$ cat config.mk
export PLATFORM = sky130hd
export DESIGN_NAME = rect_fill_engine
export DESIGN_NICKNAME = d
export VERILOG_FILES = /design/src/rtl/rfe_pkg.sv /design/src/rtl/rfe_regs.sv /design/src/rtl/rfe_cmd_fifo.sv /design/src/rtl/rfe_walker.sv /design/src/rtl/rect_fill_engine.sv
export SDC_FILE = /design/constraint.sdc
export NUM_CORES = 1
export LEC_CHECK = 0
export BUFFER_PORTS_ARGS = -buffer_cell sky130_fd_sc_hd__buf_2
export CAP_MARGIN = 20
export CORE_MARGIN = 2
export CORE_UTILIZATION = 44
export CTS_CLUSTER_SIZE = 12
export DETAILED_ROUTE_END_ITERATION = 6
export PLACE_DENSITY = 0.73
export RECOVER_POWER = 25
export SLEW_MARGIN = 20
export SYNTH_ARGS = -nofsm -noshare
export SYNTH_HDL_FRONTEND = slang
export SYNTH_SLANG_ARGS = --single-unit
$ cat constraint.sdc
create_clock -name clk -period 4.2 [get_ports clk]
set_clock_uncertainty 0.2 [all_clocks]
set_input_delay 0.63 -clock clk [delete_from_list [all_inputs] [get_ports clk]]
set_output_delay 0.63 -clock clk [all_outputs]
set_load 0.02 [all_outputs]
$ cat src/rtl/rfe_pkg.sv
package rfe_pkg;
   localparam int COORD_W = 10;
   localparam int COLOR_W = 16;
   localparam int REG_W   = 16;
   localparam int REG_AW  = 3;

   typedef enum logic [REG_AW-1:0] {
      RA_X     = 3'd0,
      RA_Y     = 3'd1,
      RA_W     = 3'd2,
      RA_H     = 3'd3,
      RA_COLOR = 3'd4,
      RA_GO    = 3'd5
   } reg_sel_e;

   typedef struct packed {
      logic [COORD_W-1:0] x;
      logic [COORD_W-1:0] y;
      logic [COORD_W-1:0] w;
      logic [COORD_W-1:0] h;
      logic [COLOR_W-1:0] color;
   } rect_cmd_t;
endpackage

$ cat src/rtl/rfe_regs.sv
module rfe_regs
   import rfe_pkg::*;
(
   input  logic              clk,
   input  logic              rst_n,
   input  logic              reg_we,
   input  logic [REG_AW-1:0] reg_addr,
   input  logic [REG_W-1:0]  reg_wdata,
   output logic              go,
   output rect_cmd_t         staged
);
   // staging fields; a trigger snapshots them combinationally
   always_ff @(posedge clk) begin
      if (!rst_n) begin
         staged <= '0;
      end else if (reg_we) begin
         case (reg_addr)
            RA_X:     staged.x     <= reg_wdata[COORD_W-1:0];
            RA_Y:     staged.y     <= reg_wdata[COORD_W-1:0];
            RA_W:     staged.w     <= reg_wdata[COORD_W-1:0];
            RA_H:     staged.h     <= reg_wdata[COORD_W-1:0];
            RA_COLOR: staged.color <= reg_wdata[COLOR_W-1:0];
            default:  ;
         endcase
      end
   end

   assign go = reg_we && (reg_addr == RA_GO);
endmodule

$ cat src/rtl/rfe_cmd_fifo.sv
module rfe_cmd_fifo
   import rfe_pkg::*;
#(
   parameter int DEPTH = 4
)(
   input  logic      clk,
   input  logic      rst_n,
   input  logic      push,
   input  rect_cmd_t push_cmd,
   input  logic      pop,
   output rect_cmd_t head,
   output logic      not_empty,
   output logic      overflow
);
   localparam int PTR_W = (DEPTH > 1) ? $clog2(DEPTH) : 1;
   localparam int CNT_W = $clog2(DEPTH + 1);
   localparam bit POW2  = (DEPTH & (DEPTH - 1)) == 0;

   rect_cmd_t          mem [DEPTH];
   logic [PTR_W-1:0]   wr_ptr, rd_ptr, wr_nxt, rd_nxt;
   logic [CNT_W-1:0]   count;
   logic               full, do_push, do_pop;

   assign full      = (count == CNT_W'(DEPTH));
   assign not_empty = (count != '0);
   assign do_push   = push && !full;
   assign do_pop    = pop && not_empty;
   assign head      = mem[rd_ptr];

   generate
      if (POW2) begin : g_wrap_free
         assign wr_nxt = wr_ptr + 1'b1;
         assign rd_nxt = rd_ptr + 1'b1;
      end else begin : g_wrap_cmp
         assign wr_nxt = (wr_ptr == PTR_W'(DEPTH - 1)) ? '0 : wr_ptr + 1'b1;
         assign rd_nxt = (rd_ptr == PTR_W'(DEPTH - 1)) ? '0 : rd_ptr + 1'b1;
      end
   endgenerate

   always_ff @(posedge clk) begin
      if (do_push) mem[wr_ptr] <= push_cmd;
   end

   always_ff @(posedge clk) begin
      if (!rst_n) begin
         wr_ptr   <= '0;
         rd_ptr   <= '0;
         count    <= '0;
         overflow <= 1'b0;
      end else begin
         if (do_push) wr_ptr <= wr_nxt;
         if (do_pop)  rd_ptr <= rd_nxt;
         case ({do_push, do_pop})
            2'b10:   count <= count + 1'b1;
            2'b01:   count <= count - 1'b1;
            default: ;
         endcase
         if (push && full) overflow <= 1'b1;
      end
   end
endmodule

$ cat src/rtl/rfe_walker.sv
module rfe_walker
   import rfe_pkg::*;
#(
   parameter int FB_WIDTH = 640,
   parameter int ADDR_W   = 19
)(
   input  logic              clk,
   input  logic              rst_n,
   input  logic              cmd_avail,
   input  rect_cmd_t         cmd_in,
   output logic              cmd_pop,
   output logic              px_valid,
   input  logic              px_ready,
   output logic [ADDR_W-1:0] px_addr,
   output logic [COLOR_W-1:0] px_data,
   output logic              active
);
   localparam int LIN_W = ADDR_W + COORD_W + 2;

   typedef enum logic {WK_IDLE, WK_RUN} wk_state_e;

   wk_state_e          state;
   rect_cmd_t          cur;
   logic [COORD_W-1:0] col, row;
   logic               last_col, last_row;
   logic [COORD_W:0]   col_abs, row_abs;

   assign cmd_pop  = (state == WK_IDLE) && cmd_avail;
   assign last_col = (col == cur.w - 1'b1);
   assign last_row = (row == cur.h - 1'b1);
   assign active   = (state == WK_RUN);

   always_ff @(posedge clk) begin
      if (!rst_n) begin
         state <= WK_IDLE;
         cur   <= '0;
         col   <= '0;
         row   <= '0;
      end else begin
         case (state)
            WK_IDLE: if (cmd_pop) begin
               cur <= cmd_in;
               col <= '0;
               row <= '0;
               if (cmd_in.w != '0 && cmd_in.h != '0) state <= WK_RUN;
            end
            WK_RUN: if (px_ready) begin
               if (last_col) begin
                  col <= '0;
                  if (last_row) state <= WK_IDLE;
                  else          row   <= row + 1'b1;
               end else begin
                  col <= col + 1'b1;
               end
            end
            default: state <= WK_IDLE;
         endcase
      end
   end

   // address is a function of held state only, so it stays put during a stall
   assign col_abs  = {1'b0, cur.x} + {1'b0, col};
   assign row_abs  = {1'b0, cur.y} + {1'b0, row};
   assign px_addr  = ADDR_W'(LIN_W'(row_abs) * LIN_W'(FB_WIDTH) + LIN_W'(col_abs));
   assign px_data  = cur.color;
   assign px_valid = (state == WK_RUN);
endmodule

$ cat src/rtl/rect_fill_engine.sv
module rect_fill_engine
   import rfe_pkg::*;
#(
   parameter  int FB_WIDTH   = 640,
   parameter  int FB_HEIGHT  = 480,
   parameter  int FIFO_DEPTH = 4,
   localparam int ADDR_W     = $clog2(FB_WIDTH * FB_HEIGHT)
)(
   input  logic               clk,
   input  logic               rst_n,
   input  logic               reg_we,
   input  logic [REG_AW-1:0]  reg_addr,
   input  logic [REG_W-1:0]   reg_wdata,
   output logic               px_valid,
   input  logic               px_ready,
   output logic [ADDR_W-1:0]  px_addr,
   output logic [COLOR_W-1:0] px_data,
   output logic               busy,
   output logic               overflow
);
   generate
      if (FIFO_DEPTH < 2) begin : g_bad_depth
         $error("rect_fill_engine: FIFO_DEPTH must be at least 2");
      end
      if (FB_WIDTH < 1 || FB_HEIGHT < 1) begin : g_bad_fb
         $error("rect_fill_engine: frame dimensions must be positive");
      end
      if (REG_W < COLOR_W || REG_W < COORD_W) begin : g_bad_reg
         $error("rect_fill_engine: register data narrower than a field");
      end
   endgenerate

   logic      go, q_avail, q_pop, walk_active;
   rect_cmd_t staged, q_head;

   rfe_regs i_regs (
      .clk       (clk),
      .rst_n     (rst_n),
      .reg_we    (reg_we),
      .reg_addr  (reg_addr),
      .reg_wdata (reg_wdata),
      .go        (go),
      .staged    (staged)
   );

   rfe_cmd_fifo #(.DEPTH(FIFO_DEPTH)) i_fifo (
      .clk       (clk),
      .rst_n     (rst_n),
      .push      (go),
      .push_cmd  (staged),
      .pop       (q_pop),
      .head      (q_head),
      .not_empty (q_avail),
      .overflow  (overflow)
   );

   rfe_walker #(.FB_WIDTH(FB_WIDTH), .ADDR_W(ADDR_W)) i_walker (
      .clk       (clk),
      .rst_n     (rst_n),
      .cmd_avail (q_avail),
      .cmd_in    (q_head),
      .cmd_pop   (q_pop),
      .px_valid  (px_valid),
      .px_ready  (px_ready),
      .px_addr   (px_addr),
      .px_data   (px_data),
      .active    (walk_active)
   );

   assign busy = q_avail || walk_active;
endmodule

==> summary.txt, run 1 <==
Status
  – Outcome: complete, but fails checks
  – Failing checks: negative setup slack

Setup path
  – Critical path class: flip-flop to output port
  – CP Data Required Time: 3.37 ns
  – Crit start category: flip-flop
  – Crit. End Element: output port
  – WP data arrival: 4.03 ns
  – Maximum fanout along the worst path: 3

STA
  – Final setup fails: 9
  – Fin worst setup slack: -0.656 ns
  – Slew Viols, Final: 0
  – Final Hold Vio Count: 0
  – Slew @ Worst Pin: 0.830 ns
  – Tmin final: 4.86 ns
  – F_max: 206 MHz
  – Crit share post-route: 116%
  – Hold slack: 0.136 ns
  – Max-slew headroom: 44.3%
  – RSZ-0062 raised after global routing: true

GRT
  – Largest net degree at the start of global routing: 73
  – GRT met2 Usage: 28.4%
  – First-pass GRT wire length: 51800 um
  – Vias in the first global route: 9787
  – Global route hottest layer: met2
  – Routing usage on met3: 3.07%
  – Global Route met1 Usage: 23.4%
  – Global Route Usage Sum: 17.1%
  – Initial antenna violation count: 4
  – Global route overflow: 0

Power and ir drop
  – Clock share of power: 28.9%
  – Peak supply drop: 0.363 mV
  – Flop pwr share: 39.7%
  – Internal: 7.46 mW
  – Power share of the combinational group: 31.5%
  – Pwr/cell area: 598 nW/um^2
  – Leak: 6.63 nW
  – NetSw: 3.62 mW
  – Switching portion of total power: 32.7%

Placement
  – Placed Cells: 1759
  – DP HPWL: 19700 um
  – IO Port Bufs: 60
  – Dpl ws: -0.291 ns
  – Routability cong.: 0.756

Die
  – Die Footprint: 37800 sq um
  – DIE HEIGHT: 194 um
  – Core area: 35700 sq um
  – Initial Utilization: 44.8%
  – Die X: 194 um
  – Placement Rows: 69
  – I/O Pins: 61

Finish
  – NumNets Final: 1429
  – Fin cells: 1841
  – Most common cell after layout, fill and taps aside: nand2_1
  – Number of fill cells in the layout: 2899
  – Area Growth Syn to Fin: 16.0%
  – Final Util: 51.9%
  – Share of cells above drive strength 1: 20.5%
  – Commonest non-fill, non-tap cells in the layout: nand2_1, edfxtp_1, dfxtp_1

Routing
  – Final wirelength: 32000 um
  – Drt drc: 0
  – Post-DR wirelength/cell: 17.4 um
  – DR vias: 9776
  – Via/cell ratio: 5.31
  – Final ANT Viol Nets: 0
  – Iteration-0 DRC Markers: 607
  – First drt pass iteration count: 4

Synthesis
  – Syn_area_per_cell: 12.7 sq um
  – Ys flop type: edfxtp_1
  – Synth Register Bits: 367
  – Syn Nets: 1338
  – YS warnings: 0
  – Top cells by area, synth: edfxtp_1, dfxtp_1, mux4_2
  – Yosys top cell area share: 42.1%
  – Async SR Flop Fraction: 0%
  – Post-synth cell types: 59
  – Area leader, netlist: edfxtp_1
  – EDFF count, synth: 224
  – Synthesized cell area: 16000 sq um
  – Seq/Total Area, Yosys: 60.1%
  – Synth Instances: 1257

CTS
  – Worst skew pair latency: 0.54 ns
  – CTS Hold Bufs: 0
  – Clock root buffer: clkbuf_16
  – Clock Tree Buf Depth: 3
  – CTS Buf Count: 39
  – CTS tree: built
  – Htree depth: 2
  – Clock transition at path regs: 0.06 ns
  – Num Clock Sinks: 367

Worst hold path
  – Hold Path Class: primary input to flip-flop

Run
  – Max Cap Viol: 0
[power groups by stage]
stage | Clock (mW) | Sequential [mW] | Combinational, mW
2_1_floorplan | 0 | 4.33 | 2.56
3_3_place_gp | 0 | 4.46 | 3.21
3_5_place_dp | 0 | 4.48 | 3.27
4_1_cts | 3.26 | 4.40 | 3.44
5_1_grt | 3.42 | 4.45 | 3.84
6_report | 3.20 | 4.40 | 3.48
[final timing paths]
check / from / endpoint / slack [ns] / depth (start not counted)
worst max-delay path: i_walker.row[0]$_SDFFE_PN0P_ / px_addr[18] / -0.66 / 22
worst min-delay path: reg_wdata[13] / i_regs.staged[13]$_SDFFE_PN0P_ / 0.14 / 3
worst max register to register: i_walker.cur[16]$_SDFFE_PN0P_ / i_walker.row[8]$_SDFFE_PN0P_ / 1.08 / 10
worst min register to register: i_walker.px_data[10]$_SDFFE_PN0P_ / i_walker.px_data[10]$_SDFFE_PN0P_ / 0.26 / 2
[registers in the layout, indices dropped and copies added (netlist names), 2 cells and up, named ones only]
| name | flops |
|---|---|
| i_regs.staged | 56 |
| i_walker.row | 10 |
| i_fifo.count | 3 |
| i_walker.cur | 40 |
| i_walker.px_data | 16 |
| i_fifo.mem | 224 |
| i_fifo.wr_ptr | 2 |
| i_fifo.rd_ptr | 2 |
| i_walker.col | 10 |
[cell type report]
class	count	area (sq um)	share of cell area, %
flip-flops and latches	367	9600	51.8
well taps	461	577	3.12
diodes	2	5.00	0.0270
repair buffers	114	803	4.34
clock inverters	11	120	0.649
clock buffers	60	1080	5.86
inverters	37	139	0.750
multi-input cells	789	6190	33.4
[critical path, stage by stage, from the launching register on]
cell	delay, ns
dfxtp_4	0.36
ha_4	0.13
inv_2	0.03
fa_2	0.33
nor2b_1	0.11
o21ai_1	0.08
a21boi_1	0.18
o21ai_1	0.08
nand2b_1	0.13
a21o_1	0.15
a21oi_2	0.08
xnor2_2	0.14
ha_1	0.32
ha_4	0.29
nand2_2	0.06
o21ai_4	0.14
buf_4	0.14
nor2_4	0.03
xnor2_2	0.13
nor2_1	0.14
nand3b_1	0.13
xnor2_2	0.16
buf_4	0.15
[cell families (layout without fill, tap and decap cells)]
| family | Yosys count | after routing | share of synthesized area (%) |
|---|---|---|---|
| AOI/OAI and AO/OA | 208 | 208 | 9.46 |
| adders and majority gates | 58 | 58 | 4.87 |
| buffers and inverters | 101 | 222 | 2.85 |
| muxes | 59 | 59 | 8.09 |
| xor gates and xnor gates | 62 | 62 | 3.40 |
| DFF | 367 | 367 | 60.1 |
| other | 0 | 2 | 0 |
| and+or+nand+nor | 402 | 402 | 11.3 |
[repair_timing]
item,in CTS,in global routing
pin swaps,31,17
resized for setup,43,16
endpoints found under the setup margin,10,10
buffers inserted,7,2
[synth_stat cells, drive strengths merged (3+ instances only)]
master  count
nand3b      5
nor4        8
o211a       6
mux2i       3
xor2       23
or3         9
and3       10
a21boi    114
edfxtp    224
a21o        7
ha         51
nor3       14
fa          7
clkbuf     37
inv        36
a31oi       3
o211ai     10
dfxtp     143
nand2b      8
nor2       38
mux4       56
a211oi      3
nand2     249
and2       15
nand4       4
o21ai      21
xnor2      39
a21oi      23
o21a        6
buf        27
nand3      15
nor2b      18
[routing by layer]
| metal | part of all wire (%) | vias to the layer above |
|---|---|---|
| li1 | - | 4717 |
| met1 | 45 | 4790 |
| met2 | 47 | 224 |
| met3 | 5.7 | 41 |
| met4 | 1.4 | 4 |
| met5 | 0.072 | - |
[stage by stage]
step	instance area [sq um]	TNS (ns)	power (mW)
2_1_floorplan	16000	0	6.89
3_3_place_gp	17000	-0.358	7.68
3_5_place_dp	17000	-0.700	7.74
4_1_cts	18400	-2.93	11.1
5_1_grt	18500	-4.83	11.7
6_report	18500	-3.15	11.1
Note: power is estimated with default switching activity, not from simulation.
==> run 2: changes to the inputs <==
Settings changed: CTS_BUF_LIST set to sky130_fd_sc_hd__clkbuf_16.
==> summary.txt, run 2 (synthesized netlist as in run 1, its figures left out) <==
GRT
  – Largest net degree at the start of global routing: 73 (unchanged)
  – Routing usage on met3: 3.07% (unchanged)
  – Vias in the first global route: 9804 (+0.17%)
  – Initial antenna violation count: 4 (unchanged)
  – Global route hottest layer: met2
  – Global Route met1 Usage: 23.4% (about the same)
  – Global route overflow: 0 (unchanged)
  – GRT met2 Usage: 28.5% (+0.093 points)
  – First-pass GRT wire length: 51800 um (+0.11%)
  – Global Route Usage Sum: 17.1% (+0.020 points)

Routing
  – DR vias: 9783 (+0.072%)
  – Final wirelength: 32000 um (+0.16%)
  – First drt pass iteration count: 4 (unchanged)
  – Iteration-0 DRC Markers: 584 (-3.8%)
  – Via/cell ratio: 5.31 (about the same)
  – Drt drc: 0 (unchanged)
  – Final ANT Viol Nets: 0 (unchanged)
  – Post-DR wirelength/cell: 17.4 um (+0.16%)

Finish
  – Area Growth Syn to Fin: 15.8%
  – NumNets Final: 1429 (unchanged)
  – Footprint of the multi-input gates: 6190 sq um (unchanged)
  – Top reg by flops: i_fifo.mem
  – Commonest non-fill, non-tap cells in the layout: nand2_1, edfxtp_1, dfxtp_1
  – Reg area: 9600 sq um (unchanged)
  – Biggest regs: i_fifo.mem x224, i_regs.staged x56, i_walker.cur x40
  – Max reg flops: 224 (unchanged)
  – Number of fill cells in the layout: 2906 (+0.24%)
  – Most common cell after layout, fill and taps aside: nand2_1
  – Share of cells above drive strength 1: 20.2% (-0.22 points)

CTS
  – Clock Tree Buf Depth: 3 (unchanged)
  – CTS Hold Bufs: 0 (unchanged)
  – Clock transition at path regs: 0.06 ns (about the same)
  – Clock root buffer: clkbuf_16
  – Num Clock Sinks: 367 (unchanged)
  – Htree depth: 2 (unchanged)
  – CTS tree: built
  – Worst skew pair latency: 0.54 ns (about the same)
  – CTS Buf Count: 39 (unchanged)

Setup path
  – Maximum fanout along the worst path: 3 (unchanged)
  – WP data arrival: 4.02 ns (about the same)
  – Critical path's most frequent cell: xnor2_2
  – Critical path class: flip-flop to output port
  – CP max stage delay: 0.36 ns (about the same)
  – Cell Chain, Critical Path: ha_4 -> inv_2 -> fa_2 -> nor2b_1 -> o21ai_1 -> a21boi_1 -> o21ai_1 -> nand2b_1 -> a21o_1 -> a21oi_2 -> xnor2_2 -> ha_1 -> ha_4 -> nand2_2 -> o21ai_4 -> buf_4 -> nor2_4 -> xnor2_2 -> nor2_1 -> nand3b_1 -> xnor2_2 -> buf_4
  – Slowest CP cell: dfxtp_4
  – Crit start category: flip-flop
  – CP Data Required Time: 3.37 ns (about the same)
  – Crit. End Element: output port

Power and ir drop
  – Power share of the combinational group: 31.7% (+0.2 points)
  – Pwr/cell area: 594 nW/um^2 (-0.69%)
  – Total Power: 11.0 mW (-0.85%)
  – Leak: 6.69 nW (+0.87%)
  – NetSw: 3.63 mW (+0.15%)
  – Peak supply drop: 0.363 mV (+0.11%)
  – Clock share of power: 28.2% (-0.7 points)
  – Flop pwr share: 40.1% (+0.4 points)
  – Switching portion of total power: 33.0% (+0.33 points)
  – Internal: 7.36 mW (-1.3%)

STA
  – F_max: 206 MHz (about the same)
  – Max-slew headroom: 44.3% (-0.052 points)
  – TNS Setup: -3.14 ns (+0.0146 ns)
  – Final setup fails: 9 (unchanged)
  – Slew Viols, Final: 0 (unchanged)
  – Final Hold Vio Count: 0 (unchanged)
  – RSZ-0062 raised after global routing: true
  – Tmin final: 4.85 ns (-0.00192 ns)
  – Crit share post-route: 116% (about the same)
  – Slew @ Worst Pin: 0.831 ns (+0.000772 ns)
  – Fin worst setup slack: -0.654 ns (+0.00192 ns)

Status
  – Failing checks: negative setup slack
  – Outcome: complete, but fails checks

Placement
  – Routability cong.: 0.756 (unchanged)
  – IO Port Bufs: 60 (unchanged)
  – DP HPWL: 19700 um (unchanged)

Die
  – Core area: 35700 sq um (unchanged)
  – Initial Utilization: 44.8% (unchanged)
  – Placement Rows: 69 (unchanged)
  – I/O Pins: 61 (unchanged)
  – Die Footprint: 37800 sq um (unchanged)
  – DIE HEIGHT: 194 um (unchanged)
  – Die X: 194 um (unchanged)

Run
  – Max Cap Viol: 0 (unchanged)

Worst hold path
  – Hold Path Class: primary input to flip-flop
-- run 2: cell count changes in the layout (fill, tap and decap cells not counted), sizes merged --
cell and delta:
clkbuf -21, inv +18, clkinv +3
-- run 2: final cells by class --
| cell class | instances | area share, % |
|---|---|---|
| Multi-Input combinational cell | 789 | 33.5 |
| Sequential cell | 367 | 51.9 |
| Inverter | 37 | 0.751 |
| Clock inverter | 32 | 1.08 |
| Clock buffer | 39 | 5.28 |
| Tap cell | 461 | 3.12 |
| Antenna cell | 2 | 0.0271 |
| Timing Repair Buffer | 114 | 4.35 |
-- run 2: through the flow --
stage	hold slack (ns)	setup slack, ns	area, sq um	cells	utilization (%)
finish	0.135	-0.654	18500	1841	51.8
global route	0.137	-0.897	18500	1841	51.8
CTS	0.121	-0.697	18400	1837	51.6
detailed placement	0.256	-0.291	17000	1759	47.7
global placement	0.249	-0.242	17000	1759	47.7
floorplan	0.243	0.00274	16000	1257	-
-- run 2: critical path, delay by kind of cell, from the launching register on --
kind,cells,cell delay (ns)
buffers and inverters,3,0.32
adder cells (fa/ha/maj),4,1.07
flip-flops,1,0.36
XOR/XNOR,3,0.43
AO/OA/AOI/OAI,6,0.71
AND/OR/NAND/NOR,6,0.60
-- run 2: final timing paths --
check | from | end | slack [ns] | depth (start not counted)
hold / removal | reg_wdata[13] | i_regs.staged[13]$_SDFFE_PN0P_ | 0.14 | 3
setup / recovery | i_walker.row[0]$_SDFFE_PN0P_ | px_addr[18] | -0.65 | 22
setup reg to reg | i_walker.cur[16]$_SDFFE_PN0P_ | i_walker.row[8]$_SDFFE_PN0P_ | 1.08 | 10
hold reg to reg | i_walker.px_data[9]$_SDFFE_PN0P_ | i_walker.px_data[9]$_SDFFE_PN0P_ | 0.26 | 2
-- run 2: repair_timing --
action,in CTS,in global routing
gates resized for setup,43,16
setup endpoints to repair,10,10
buffers inserted,7,2
pin swaps,31,17
-- run 2: layer usage --
| layer | up-vias | share of wire, % |
|---|---|---|
| li1 | 4714 | - |
| met1 | 4820 | 46 |
| met2 | 203 | 47 |
| met3 | 42 | 5.1 |
| met4 | 4 | 1.4 |
| met5 | - | 0.072 |
-- run 2: power by group through the flow --
stage | Clock (mW) | Combinational (mW) | Sequential (mW)
floorplan | 0 | 2.56 | 4.33
global placement | 0 | 3.21 | 4.46
detailed placement | 0 | 3.27 | 4.48
CTS | 3.16 | 3.45 | 4.40
global route | 3.32 | 3.84 | 4.45
finish | 3.10 | 3.49 | 4.40
==> run 3: changes to the inputs <==
Settings changed: CORE_MARGIN 2 to 4.
==> summary.txt, run 3 (synthesized netlist as in run 1, its figures left out) <==
Finish
  – Footprint of the multi-input gates: 6280 sq um (+1.4%)
  – Commonest non-fill, non-tap cells in the layout: nand2_1, edfxtp_1, dfxtp_1
  – Most common cell after layout, fill and taps aside: nand2_1
  – NumNets Final: 1430 (+0.070%)
  – Number of fill cells in the layout: 2948 (+1.4%)
  – Reg area: 9600 sq um (about the same)
  – Share of cells above drive strength 1: 21.1% (+0.89 points)
  – Biggest regs: i_fifo.mem x224, i_regs.staged x56, i_walker.cur x40
  – Top reg by flops: i_fifo.mem
  – Area Growth Syn to Fin: 16.2%
  – Max reg flops: 224 (unchanged)

Worst hold path
  – Hold EP: i_regs.staged[14]$_SDFFE_PN0P_
  – Hold Path Class: primary input to flip-flop
  – Min-Delay Path Depth: 3 (unchanged)
  – HP Start: reg_wdata[14]

Routing
  – Iteration-0 DRC Markers: 617 (+5.7%)
  – Final ANT Viol Nets: 0 (unchanged)
  – First drt pass iteration count: 4 (unchanged)
  – Via/cell ratio: 5.34 (+0.48%)
  – Drt drc: 0 (unchanged)
  – Post-DR wirelength/cell: 17.8 um (+2.5%)
  – DR vias: 9830 (+0.48%)
  – Final wirelength: 32800 um (+2.5%)

STA
  – Final Hold Vio Count: 0 (unchanged)
  – Max-slew headroom: 31.8% (-12 points)
  – Hold slack: 0.140 ns (+0.00425 ns)
  – RSZ-0062 raised after global routing: true
  – F_max: 205 MHz (-0.43%)
  – Slew @ Worst Pin: 1.02 ns (+0.192 ns)
  – Tmin final: 4.87 ns (+0.0210 ns)
  – TNS Setup: -3.55 ns (-0.409 ns)
  – Crit share post-route: 116% (+0.50 points)
  – Slew Viols, Final: 0 (unchanged)
  – Fin worst setup slack: -0.675 ns (-0.0210 ns)
  – Final setup fails: 9 (unchanged)

Die
  – Placement Rows: 69 (unchanged)
  – Die Footprint: 39400 sq um (+4.2%)
  – Die X: 198 um (+2.1%)
  – DIE HEIGHT: 198 um (+2.1%)
  – I/O Pins: 61 (unchanged)
  – Core area: 35700 sq um (unchanged)
  – Initial Utilization: 44.8% (unchanged)

GRT
  – Vias in the first global route: 9861 (+0.58%)
  – First-pass GRT wire length: 53100 um (+2.4%)
  – Initial antenna violation count: 4 (unchanged)
  – Largest net degree at the start of global routing: 80 (+9.6%)
  – Global Route Usage Sum: 16.8% (-0.36 points)
  – Global route overflow: 0 (unchanged)

Setup path
  – CP max stage delay: 0.36 ns (about the same)
  – Delay-heaviest family, CP: adder cells
  – Crit. End Element: output port
  – Slowest CP cell: fa_2
  – Critical path class: flip-flop to output port
  – Reg2reg start: i_walker.cur[16]$_SDFFE_PN0P_
  – Flop2flop setup slack: 1.03 ns (-0.05 ns)
  – Crit start category: flip-flop
  – Maximum fanout along the worst path: 3 (unchanged)
  – Reg-to-reg endpoint: i_walker.row[8]$_SDFFE_PN0P_
  – FF-to-FF path depth: 10 (unchanged)
  – WP data arrival: 4.04 ns (+0.02 ns)
  – CP Data Required Time: 3.37 ns (about the same)
  – CP bufs+invs: 3 (unchanged)
  – Worst setup path startpoint: i_walker.cur[36]$_SDFFE_PN0P_
  – Cell Chain, Critical Path: ha_4 -> inv_2 -> fa_2 -> nor2b_1 -> o21ai_1 -> a21boi_1 -> o21ai_1 -> nand2b_1 -> a21o_1 -> a21oi_2 -> xnor2_2 -> buf_4 -> ha_1 -> ha_1 -> nor4_2 -> nor3_2 -> xnor2_1 -> xnor2_1 -> xnor2_2 -> buf_4

CTS
  – Worst skew pair latency: 0.54 ns (about the same)
  – CTS Hold Bufs: 0 (unchanged)
  – CTS tree: built
  – Clock transition at path regs: 0.06 ns (about the same)
  – Clock Tree Buf Depth: 3 (unchanged)
  – Num Clock Sinks: 367 (unchanged)
  – CTS Buf Count: 38 (-2.6%)
  – Htree depth: 2 (unchanged)
  – Clock root buffer: clkbuf_16

Placement
  – Routability cong.: 0.767 (+1.5%)
  – IO Port Bufs: 60 (unchanged)
  – DP HPWL: 20600 um (+4.3%)

Power and ir drop
  – Peak supply drop: 0.362 mV (-0.12%)
  – Leak: 6.69 nW (+0.12%)
  – Pwr/cell area: 592 nW/um^2 (-0.34%)

Status
  – Outcome: complete, but fails checks
  – Failing checks: negative setup slack

Run
  – Max Cap Viol: 0 (unchanged)
[run 3: worst reg2reg max path, delay by kind of cell (launching register included)]
kind	cells	cell delay (ns)
AOI/OAI and AO/OA	5	0.98
adders and majority gates	1	0.26
buffers and inverters	1	0.07
DFF	1	0.36
and+or+nand+nor	3	1.19
[run 3: repair_timing]
item	in CTS	in global routing
setup endpoints to repair	10	10
pin swaps	29	37
resized for setup	38	29
endpoints found under the hold margin	0	0
buffers inserted	8	9
[run 3: routing by layer]
layer	global-route usage [%]	share of wire (%)	vias to the layer above
met1	24.5	46	4821
met5	0	0.040	-
met3	2.63	6.3	49
met2	26.9	46	242
met4	3.67	1.7	2
li1	-	-	4716
[run 3: stage by stage]
stage | power (mW) | util [%] | instance area [sq um] | cells | setup WS [ns]
3_5_place_dp | 7.78 | 47.7 | 17000 | 1757 | -0.287
3_3_place_gp | 7.70 | 47.7 | 17000 | 1757 | -0.229
4_1_cts | 10.9 | 51.3 | 18300 | 1831 | -0.694
5_1_grt | 11.6 | 52.0 | 18500 | 1841 | -0.999
6_report | 11.0 | 52.0 | 18500 | 1841 | -0.675
2_1_floorplan | 6.89 | - | 16000 | 1257 | 0.00274
[run 3: how the worst max path moves through the flow]
stage / slack, ns / cells past startpoint / endpoint
2_1_floorplan: 0.003 / 20 / px_addr[18]
3_3_place_gp: -0.23 / 21 / px_addr[18]
3_5_place_dp: -0.29 / 19 / px_addr[18]
4_1_cts: -0.69 / 21 / px_addr[18]
5_1_grt: -1.0 / 20 / px_addr[18]
6_report: -0.67 / 20 / px_addr[18]
[run 3: report_power, final]
group	leakage [nW]	switching, mW	internal (mW)
Combinational	2.84	2.02	1.56
Sequential	3.23	0.334	4.08
Clock	0.618	1.33	1.65
[run 3: final cells by class]
cell class	instances	area share, %
inverter	37	0.749
tap	461	3.11
clock inverter	30	0.884
sequential	367	51.8
multi-input combinational	789	33.8
clock buffer	38	5.13
antenna	3	0.0405
timing repair buffer	116	4.49
